### src/rtl/xbar_pkg.sv
package xbar_pkg;
  typedef enum logic {
    BANK_PENDING = 1'b0,
    BANK_LIVE    = 1'b1
  } bank_e;
endpackage

### src/rtl/xbar_cfg_bank.sv
module xbar_cfg_bank #(
  parameter int N  = 16,
  parameter int SW = $clog2(N)
) (
  input  logic            clk,
  input  logic            rst,
  input  logic            cfg_we,
  input  logic [SW-1:0]   cfg_idx,
  input  logic            cfg_on,
  input  logic [SW-1:0]   cfg_src,
  input  logic            commit,
  output logic [N-1:0]    pnd_on,
  output logic [N*SW-1:0] pnd_src,
  output logic [N-1:0]    live_on,
  output logic [N*SW-1:0] live_src
);
  for (genvar o = 0; o < N; o++) begin : g_entry
    logic hit;
    assign hit = cfg_we && (cfg_idx == SW'(o));

    always_ff @(posedge clk) begin
      if (rst) begin
        pnd_on[o]             <= 1'b0;
        pnd_src[o*SW +: SW]   <= '0;
        live_on[o]            <= 1'b0;
        live_src[o*SW +: SW]  <= '0;
      end else begin
        if (hit) begin
          pnd_on[o]           <= cfg_on;
          pnd_src[o*SW +: SW] <= cfg_src;
        end
        if (commit) begin
          live_on[o]           <= pnd_on[o];
          live_src[o*SW +: SW] <= pnd_src[o*SW +: SW];
        end
      end
    end
  end
endmodule

### src/rtl/xbar_route.sv
module xbar_route #(
  parameter int N  = 16,
  parameter int SW = $clog2(N)
) (
  input  logic            clk,
  input  logic            rst,
  input  logic [N-1:0]    din,
  input  logic [N-1:0]    live_on,
  input  logic [N*SW-1:0] live_src,
  output logic [N-1:0]    dout
);
  for (genvar o = 0; o < N; o++) begin : g_out
    logic [SW-1:0] sel;
    logic          bit_nxt;
    assign sel     = live_src[o*SW +: SW];
    assign bit_nxt = live_on[o] & din[sel];

    always_ff @(posedge clk) begin
      if (rst) dout[o] <= 1'b0;
      else     dout[o] <= bit_nxt;
    end
  end
endmodule

### src/rtl/xbar_readback.sv
module xbar_readback
  import xbar_pkg::*;
#(
  parameter int N  = 16,
  parameter int SW = $clog2(N)
) (
  input  logic            clk,
  input  logic            rst,
  input  logic [SW-1:0]   rd_idx,
  input  logic            rd_bank,
  input  logic [N-1:0]    pnd_on,
  input  logic [N*SW-1:0] pnd_src,
  input  logic [N-1:0]    live_on,
  input  logic [N*SW-1:0] live_src,
  output logic [SW:0]     rd_data
);
  logic [SW:0] pnd_word, live_word;

  assign pnd_word  = {pnd_on[rd_idx],  pnd_src[rd_idx*SW +: SW]};
  assign live_word = {live_on[rd_idx], live_src[rd_idx*SW +: SW]};

  always_ff @(posedge clk) begin
    if (rst)                          rd_data <= '0;
    else if (bank_e'(rd_bank) == BANK_LIVE) rd_data <= live_word;
    else                              rd_data <= pnd_word;
  end
endmodule

### src/rtl/xbar_dbuf.sv
module xbar_dbuf #(
  parameter int N  = 16,
  parameter int SW = $clog2(N)
) (
  input  logic          clk,
  input  logic          rst,
  input  logic [N-1:0]  din,
  output logic [N-1:0]  dout,
  input  logic          cfg_we,
  input  logic [SW-1:0] cfg_idx,
  input  logic          cfg_on,
  input  logic [SW-1:0] cfg_src,
  input  logic          commit,
  input  logic [SW-1:0] rd_idx,
  input  logic          rd_bank,
  output logic [SW:0]   rd_data
);
  logic [N-1:0]    pnd_on, live_on;
  logic [N*SW-1:0] pnd_src, live_src;

  xbar_cfg_bank #(.N(N), .SW(SW)) u_bank (
    .clk(clk), .rst(rst),
    .cfg_we(cfg_we), .cfg_idx(cfg_idx), .cfg_on(cfg_on), .cfg_src(cfg_src),
    .commit(commit),
    .pnd_on(pnd_on), .pnd_src(pnd_src),
    .live_on(live_on), .live_src(live_src)
  );

  xbar_route #(.N(N), .SW(SW)) u_route (
    .clk(clk), .rst(rst), .din(din),
    .live_on(live_on), .live_src(live_src),
    .dout(dout)
  );

  xbar_readback #(.N(N), .SW(SW)) u_rb (
    .clk(clk), .rst(rst),
    .rd_idx(rd_idx), .rd_bank(rd_bank),
    .pnd_on(pnd_on), .pnd_src(pnd_src),
    .live_on(live_on), .live_src(live_src),
    .rd_data(rd_data)
  );
endmodule

### config.mk
export PLATFORM = sky130hd
export DESIGN_NAME = xbar_dbuf
export DESIGN_NICKNAME = d
export VERILOG_FILES = /design/src/rtl/xbar_pkg.sv /design/src/rtl/xbar_cfg_bank.sv /design/src/rtl/xbar_route.sv /design/src/rtl/xbar_readback.sv /design/src/rtl/xbar_dbuf.sv
export SDC_FILE = /design/constraint.sdc
export NUM_CORES = 1
export LEC_CHECK = 0
export ABC_AREA = 1
export BUFFER_PORTS_ARGS = -buffer_cell sky130_fd_sc_hd__buf_4
export CAP_MARGIN = 20
export CORE_AREA = 2 2 152 154
export CTS_CLUSTER_DIAMETER = 200
export DETAILED_ROUTE_END_ITERATION = 10
export DIE_AREA = 0 0 154 156
export GPL_ROUTABILITY_DRIVEN = 0
export PLACE_DENSITY = 0.67
export SLEW_MARGIN = 20
export SYNTH_ARGS = -nofsm -noshare
export SYNTH_HDL_FRONTEND = slang
export SYNTH_HIERARCHICAL = 1
export SYNTH_SLANG_ARGS = --single-unit
### constraint.sdc
create_clock -name clk -period 2.4 [get_ports clk]
set_clock_uncertainty 0.2 [all_clocks]
set_input_delay 0.12 -clock clk [delete_from_list [all_inputs] [get_ports clk]]
set_output_delay 0.12 -clock clk [all_outputs]
set_load 0.005 [all_outputs]
==> out/results.tsv, run 1 <==
stage	metric	value	unit
status	status	finished, final reports clean	
pwr	Pwr Density	598.4	mW/mm^2
die	core footprint	0.02237	mm^2
cells_and_area	Area growth syn-to-layout	8.581	%
synth	Mapped Area	0.01110	mm^2
synth	synthesized flop and latch total	181	
global_routing	number of global-route vias before repair	10117	
sta	RSZ-0062 raised after global routing	no	
setup_path	CP Launch Point	cfg_idx[2]	
die	DIE AREA	0.02402	mm^2
sta	measured slew at the worst slew-check pin	0.8314	ns
cells_and_area	most common cell after layout, fill and taps aside	nand2_1	
setup_path	Crit Path Max Fanout	10	
route	Post-route DRC	0	
route	routed vias	11821	
route	DRT Pass-1 Iters	6	
clocking	Skew-Pair Late Insertion Delay	0.44	ns
die	DIE HEIGHT	156	um
setup_path	Worst setup EP type	flip-flop	
clocking	CTS root buf	clkbuf_16	
sta	Max Freq	430.7	MHz
min_path	hold path start	cfg_idx[0]	
route	drt total wl	36.11	mm
sta	Final Hold Fails	0	
setup_path	Critical Path AT	2.45	ns
clocking	total CTS buffers	17	
route	wire per inst	16.92	um
die	Starting Density	49.61	%
pwr	VDD IR max	0.4323	mV
sta	final hold slack	0.01917	ns
clocking	clock net sink count	181	
cells_and_area	Finished Cell Area	0.01205	mm^2
sta	Slew Limit Fails	0	
setup_path	FF-to-FF setup slack	0.24	ns
route	initial drt markers	1251	
cells_and_area	Final nets	1870	
placed_design	DP HPWL	24.25	mm
pwr	Pleak	5.236	nW
global_routing	gr usage total	29.83	%
flow_run	Max Cap Viol	0	
synth	Synth warnings	6	
placed_design	Placed Area	0.01124	mm^2
setup_path	crit start category	primary input	
route	ANT nets after route	0	
synth	post-synthesis sequential area ratio	32.66	%
cells_and_area	# diodes	0	
sta	Tmin final	2.322	ns
die	Row Count	55	
synth	Mapped Cells	1833	
cells_and_area	layout cells sized above 1	10.28	%
synth	Net Count, Synth	1867	
synth	Mean Syn Cell Area	6.053	um^2
clocking	CTS tree	done	
clocking	htree depth	4	
setup_path	Worst EP required	2.53	ns
sta	final setup vio count	0	
placed_design	dpl cells	2077	
synth	post-synth cell types	23	
setup_path	Setup Crit Path Kind	in -> reg	
cells_and_area	Final Non-Filler Cells	2134	
sta	TNS Setup	0	ns
placed_design	Port Buffers	54	
setup_path	RR Startpoint	u_bank/live_src[48]	
global_routing	largest net degree at the start of global routing	66	
die	Die Wd	154	um
clocking	clock buffer depth	2	
cells_and_area	commonest cells after routing, fill and taps aside	nand2_1 (621), nor2_1 (337), nand3_1 (313)	
global_routing	global-route wire length before repair	56.15	mm
route	DR vias/cell	5.539	
clocking	clock-pin slew on the worst setup and hold paths	0.07	ns
min_path	hold crit path type	in -> reg	
sta	Slew HR	44.51	%
global_routing	initial antenna violation count	0	
sta	Final period util	96.75	%
global_routing	Overflow after GRT	0	
die	Boundary Pins	55	
what timing repair did:
action / 4_1_cts / 5_1_grt
buffers inserted: 0 / 0
resized for setup: 0 / 0
hold endpoints to repair: 75 / 0
hold buffers: 25 / 0
setup endpoints to repair: 0 / 0
where the power goes:
group          total, mW  internal (mW)  switching (mW)
combinational       1.16          0.403           0.752
clock               2.74           1.45            1.29
sequential          3.31           3.12           0.199
total               7.21           4.96            2.25
critical path, stage by stage:
cell and delay [ns]:
dlygate4sd3_1 0.53, buf_4 0.16, nor2_1 0.12, nand3_2 0.20, nor2_1 0.16, dlygate4sd3_1 0.57, nor2_1 0.05, dlygate4sd3_1 0.54
state kept, by name (all words and copies together) (netlist names):
name             count
u_route/dout        16
u_bank/live_on      16
u_rb/rd_data         5
u_bank/pnd_on       16
u_bank/pnd_src      64
u_bank/live_src     64
logic make-up (layout without fill, tap and decap cells):
group / Yosys count / count (layout) / share of synthesized area, %
DFF: 181 / 181 / 32.66
buffers and inverters: 211 / 227 / 10.60
AOI/OAI and AO/OA: 121 / 121 / 5.796
and+or+nand+nor: 1320 / 1320 / 50.95
metal layers:
| metal | share of wire [%] | GRT usage (%) | up-vias | routed length (um) |
|---|---|---|---|---|
| met5 | 0 | 0 | - | 0 |
| met4 | 2.1 | 10.32 | 0 | 769 |
| met3 | 8.9 | 5.167 | 64 | 3215 |
| met2 | 43 | 45.08 | 580 | 15420 |
| met1 | 46 | 42.83 | 5368 | 16710 |
| li1 | - | - | 5809 | - |
cell usage after synthesis:
master | n | area, um^2
nand2_1 | 621 | 2331
nor2_1 | 337 | 1265
nand3_1 | 313 | 1567
dfxtp_1 | 181 | 3623
o21ai_0 | 84 | 420.4
inv_1 | 67 | 251.5
buf_6 | 38 | 427.9
clkbuf_1 | 28 | 105.1
inv_2 | 26 | 97.59
buf_2 | 20 | 100.1
nand3_2 | 18 | 180.2
a21oi_1 | 16 | 80.08
nor2_4 | 14 | 157.7
inv_4 | 13 | 81.33
buf_4 | 11 | 82.58
o21ai_1 | 11 | 55.05
a21oi_2 | 10 | 87.58
nand2_2 | 10 | 62.56
buf_1 | 7 | 26.28
nand3_4 | 3 | 52.55
nand2_4 | 2 | 22.52
nand3b_1 | 2 | 15.01
clkinv_1 | 1 | 3.750
final cells by class:
class                   count  area [um^2]
fillers                  2306        10320
multi-input cells        1441         6296
flip-flops and latches    181         3623
repair buffers             88        773.2
inverters                 107        436.7
clock buffers              19        432.9
well taps                 285        356.6
clock inverters            13        128.9
path summary, 6_finish.rpt:
check / to / cells past startpoint
max: u_bank/pnd_src[1] / 8
min: u_bank/pnd_src[0] / 5
max reg2reg: u_rb/rd_data[0] / 9
min reg2reg: u_route/dout[11] / 2
through the flow:
step | utilization, % | setup WS, ns | total power, mW
2_1_floorplan | - | 1.165 | 4.176
3_3_place_gp | 50.24 | 0.6259 | 4.462
3_5_place_dp | 50.24 | 0.6065 | 4.480
4_1_cts | 53.87 | 0.1405 | 7.205
5_1_grt | 53.87 | 0.008392 | 7.509
6_report | 53.87 | 0.07796 | 7.210
(Power assumes the default switching activity.)
==> run 2: changes to the inputs <==
- ABC_CLOCK_PERIOD_IN_PS: not set -> 2400
- CORE_AREA: 2 2 152 154 -> 2 2 145 147
- DIE_AREA: 0 0 154 156 -> 0 0 147 149
- SYNTH_HIERARCHICAL: 1 -> not set
==> out/results.tsv, run 2 <==
stage	metric	value	unit	change
route	Post-route DRC	0		unchanged
cells_and_area	commonest cells after routing, fill and taps aside	nand2_1 (260), o21ai_0 (251), nand3_1 (200)		
sta	Final Worst Setup Slack	0.2242	ns	+0.1463 ns
global_routing	Overflow after GRT	0		unchanged
die	Die Wd	147	um	-4.5%
setup_path	Setup Crit Path Kind	reg -> reg		
setup_path	Worst setup EP type	flip-flop		
pwr	Clk pwr share	40.6	%	+2.6 points
synth	post-synthesis sequential area ratio	36.20	%	+3.5 points
cells_and_area	top flop regs	u_bank.live_src (64), u_bank.pnd_src (64)		
synth	Synth warnings	0		-6
route	uppermost layer routed	met5		
placed_design	DP HPWL	22.74	mm	-6.2%
sta	RSZ-0062 raised after global routing	no		
cells_and_area	layout cells sized above 1	6.977	%	-3.3 points
route	met3 wire length	3.995	mm	+24%
die	Boundary Pins	55		unchanged
pwr	Reg power frac	45.6	%	-0.4 points
sta	measured slew at the worst slew-check pin	0.6149	ns	-0.2165 ns
sta	TNS Setup	0	ns	unchanged
route	met2 wire length	14.81	mm	-3.9%
synth	Main synth FF type	dfxtp_1		
status	status	finished, final reports clean		
route	DR vias/cell	5.937		+7.2%
sta	Final period util	90.66	%	-6.1 points
cells_and_area	most common cell after layout, fill and taps aside	nand2_1		
synth	most frequent cell after synthesis	nand2_1		
sta	Slew Limit Fails	0		unchanged
clocking	total CTS buffers	17		unchanged
synth	synthesized flop and latch total	181		unchanged
clocking	CTS resizes	0		unchanged
route	ANT nets after route	0		unchanged
die	DIE AREA	0.02190	mm^2	-8.8%
pwr	Pwr Density	656.2	mW/mm^2	+9.7%
setup_path	Worst EP required	2.58	ns	+0.05 ns
pwr	cell internal pwr	5.114	mW	+3.0%
cells_and_area	Area growth syn-to-layout	9.888	%	
route	initial drt markers	1354		+8.2%
min_path	WHS Path Cells	4		-1
cells_and_area	Final nets	1570		-16%
setup_path	crit start category	flip-flop		
cells_and_area	# diodes	0		unchanged
route	routed vias	10824		-8.4%
sta	Final Hold Fails	0		unchanged
global_routing	largest net degree at the start of global routing	100		+52%
route	met1 wire length	15.25	mm	-8.7%
route	DRT Pass-1 Iters	6		unchanged
setup_path	path depth of the worst reg2reg path	9		unchanged
die	core footprint	0.02056	mm^2	-8.1%
global_routing	gr usage total	32.22	%	+2.4 points
clocking	clock net sink count	181		unchanged
die	Row Count	53		-3.6%
pwr	combinational power share	13.8	%	-2.2 points
synth	post-synth cell types	18		-22%
global_routing	number of global-route vias before repair	9336		-7.7%
clocking	Skew-Pair Late Insertion Delay	0.44	ns	about the same
synth	Synth top area share	36.20	%	+3.5 points
pwr	switching pwr	2.104	mW	-6.3%
sta	final setup vio count	0		unchanged
synth	Net Count, Synth	1607		-14%
flow_run	Max Cap Viol	0		unchanged
synth	Post-synth EDFFs	0		unchanged
synth	area leader, netlist	dfxtp_1		
min_path	hold crit path type	in -> reg		
global_routing	global-route wire length before repair	54.47	mm	-3.0%
synth	Async S/R FF share, synth	0	%	unchanged
global_routing	initial antenna violation count	1		+1
die	Starting Density	48.69	%	-0.92 points
setup_path	Critical Path AT	2.35	ns	-0.10 ns
synth	Mapped Cells	1573		-14%
route	wire per inst	19.34	um	+14%
clocking	clock buffer depth	2		unchanged
clocking	htree depth	4		unchanged
pwr	Pleak	4.251	nW	-19%
synth	dominant cells by area after synthesis	dfxtp_1 (36%), o21ai_0 (13%), nand3_1 (10%)		
die	DIE HEIGHT	149	um	-4.5%
sta	Tmin final	2.176	ns	-0.1463 ns
clocking	CTS tree	done		
sta	Max Freq	459.6	MHz	+6.7%
pwr	total power draw	7.218	mW	+0.12%
clocking	CTS root buf	clkbuf_16		
synth	Mean Syn Cell Area	6.363	um^2	+5.1%
pwr	Net Sw Frac	29.15	%	-2.0 points
clocking	clock-pin slew on the worst setup and hold paths	0.07	ns	about the same
pwr	VDD IR max	0.4945	mV	+14%
sta	Slew HR	59.01	%	+14 points
setup_path	Crit Path Max Fanout	18		+8
synth	Mapped Area	0.01001	mm^2	-9.8%
placed_design	dpl ws	0.6025	ns	-0.003997 ns
route	drt total wl	35.25	mm	-2.4%
synth	top post-synthesis cells by count	nand2_1 (260), o21ai_0 (251), nand3_1 (200), nor2_1 (194), a21oi_1 (191)		
placed_design	Port Buffers	54		unchanged
==> run 2: worst paths after layout <==
path                            to  slack, ns                start
setup / recovery   u_rb.rd_data[0]       0.22  u_bank.live_src[48]
hold / removal     u_rb.rd_data[0]       0.02                  rst
setup reg to reg   u_rb.rd_data[0]       0.22  u_bank.live_src[48]
hold reg to reg   u_bank.pnd_on[0]       0.28     u_bank.pnd_on[0]
==> run 2: metrics by stage <==
step | cells | hold WS [ns] | instance area, um^2 | util (%)
3_5_place_dp | 1782 | 0.2630 | 10300 | 50.09
3_3_place_gp | 1782 | 0.2604 | 10300 | 50.09
4_1_cts | 1823 | 0.0008822 | 11000 | 53.51
2_1_floorplan | 1573 | 0.05490 | 10010 | -
6_report | 1823 | 0.01715 | 11000 | 53.51
5_1_grt | 1823 | 0.06376 | 11000 | 53.51
==> run 2: kinds of logic (layout without fill, tap and decap cells) <==
logic type | after synthesis | after routing | share of synthesized area [%]
and+or+nand+nor | 660 | 660 | 27.48
AOI/OAI and AO/OA | 489 | 489 | 25.62
buffers and inverters | 243 | 218 | 10.70
DFF | 181 | 181 | 36.20
==> run 2: per-layer routing <==
metal	track usage (%)	vias up
met5	0	-
met4	11.49	2
met3	6.361	92
met2	47.68	609
met1	46.72	4931
li1	-	5190
==> run 2: repair_timing <==
item,in CTS,in global routing
buffers inserted,0,0
hold buffers,10,0
hold endpoints to repair,102,0
==> run 2: critical path, stage by stage (launching register included) <==
cell	delay (ns)
dfxtp_1	0.67
nand2_1	0.16
nand3_1	0.12
nand3_1	0.08
nand2_1	0.08
nand2_1	0.05
nand3_1	0.07
dlygate4sd3_1	0.55
nand2_1	0.05
nor2_1	0.09
==> run 2: layout make-up <==
cell class / count / area [um^2]
fill: 2092 / 9558
timing repair buffer: 82 / 715.7
multi-input combinational: 1149 / 5315
inverter: 105 / 399.1
tap: 275 / 344.1
sequential: 181 / 3623
clock inverter: 14 / 176.4
clock buffer: 17 / 425.4
==> run 2: power groups by stage <==
stage          Combinational (mW)  Sequential, mW  Clock [mW]
2_1_floorplan               0.746            3.23           0
3_3_place_gp                0.949            3.35           0
3_5_place_dp                0.956            3.35           0
4_1_cts                     0.976            3.28        2.94
5_1_grt                      1.11            3.31        3.06
6_report                    0.996            3.29        2.93
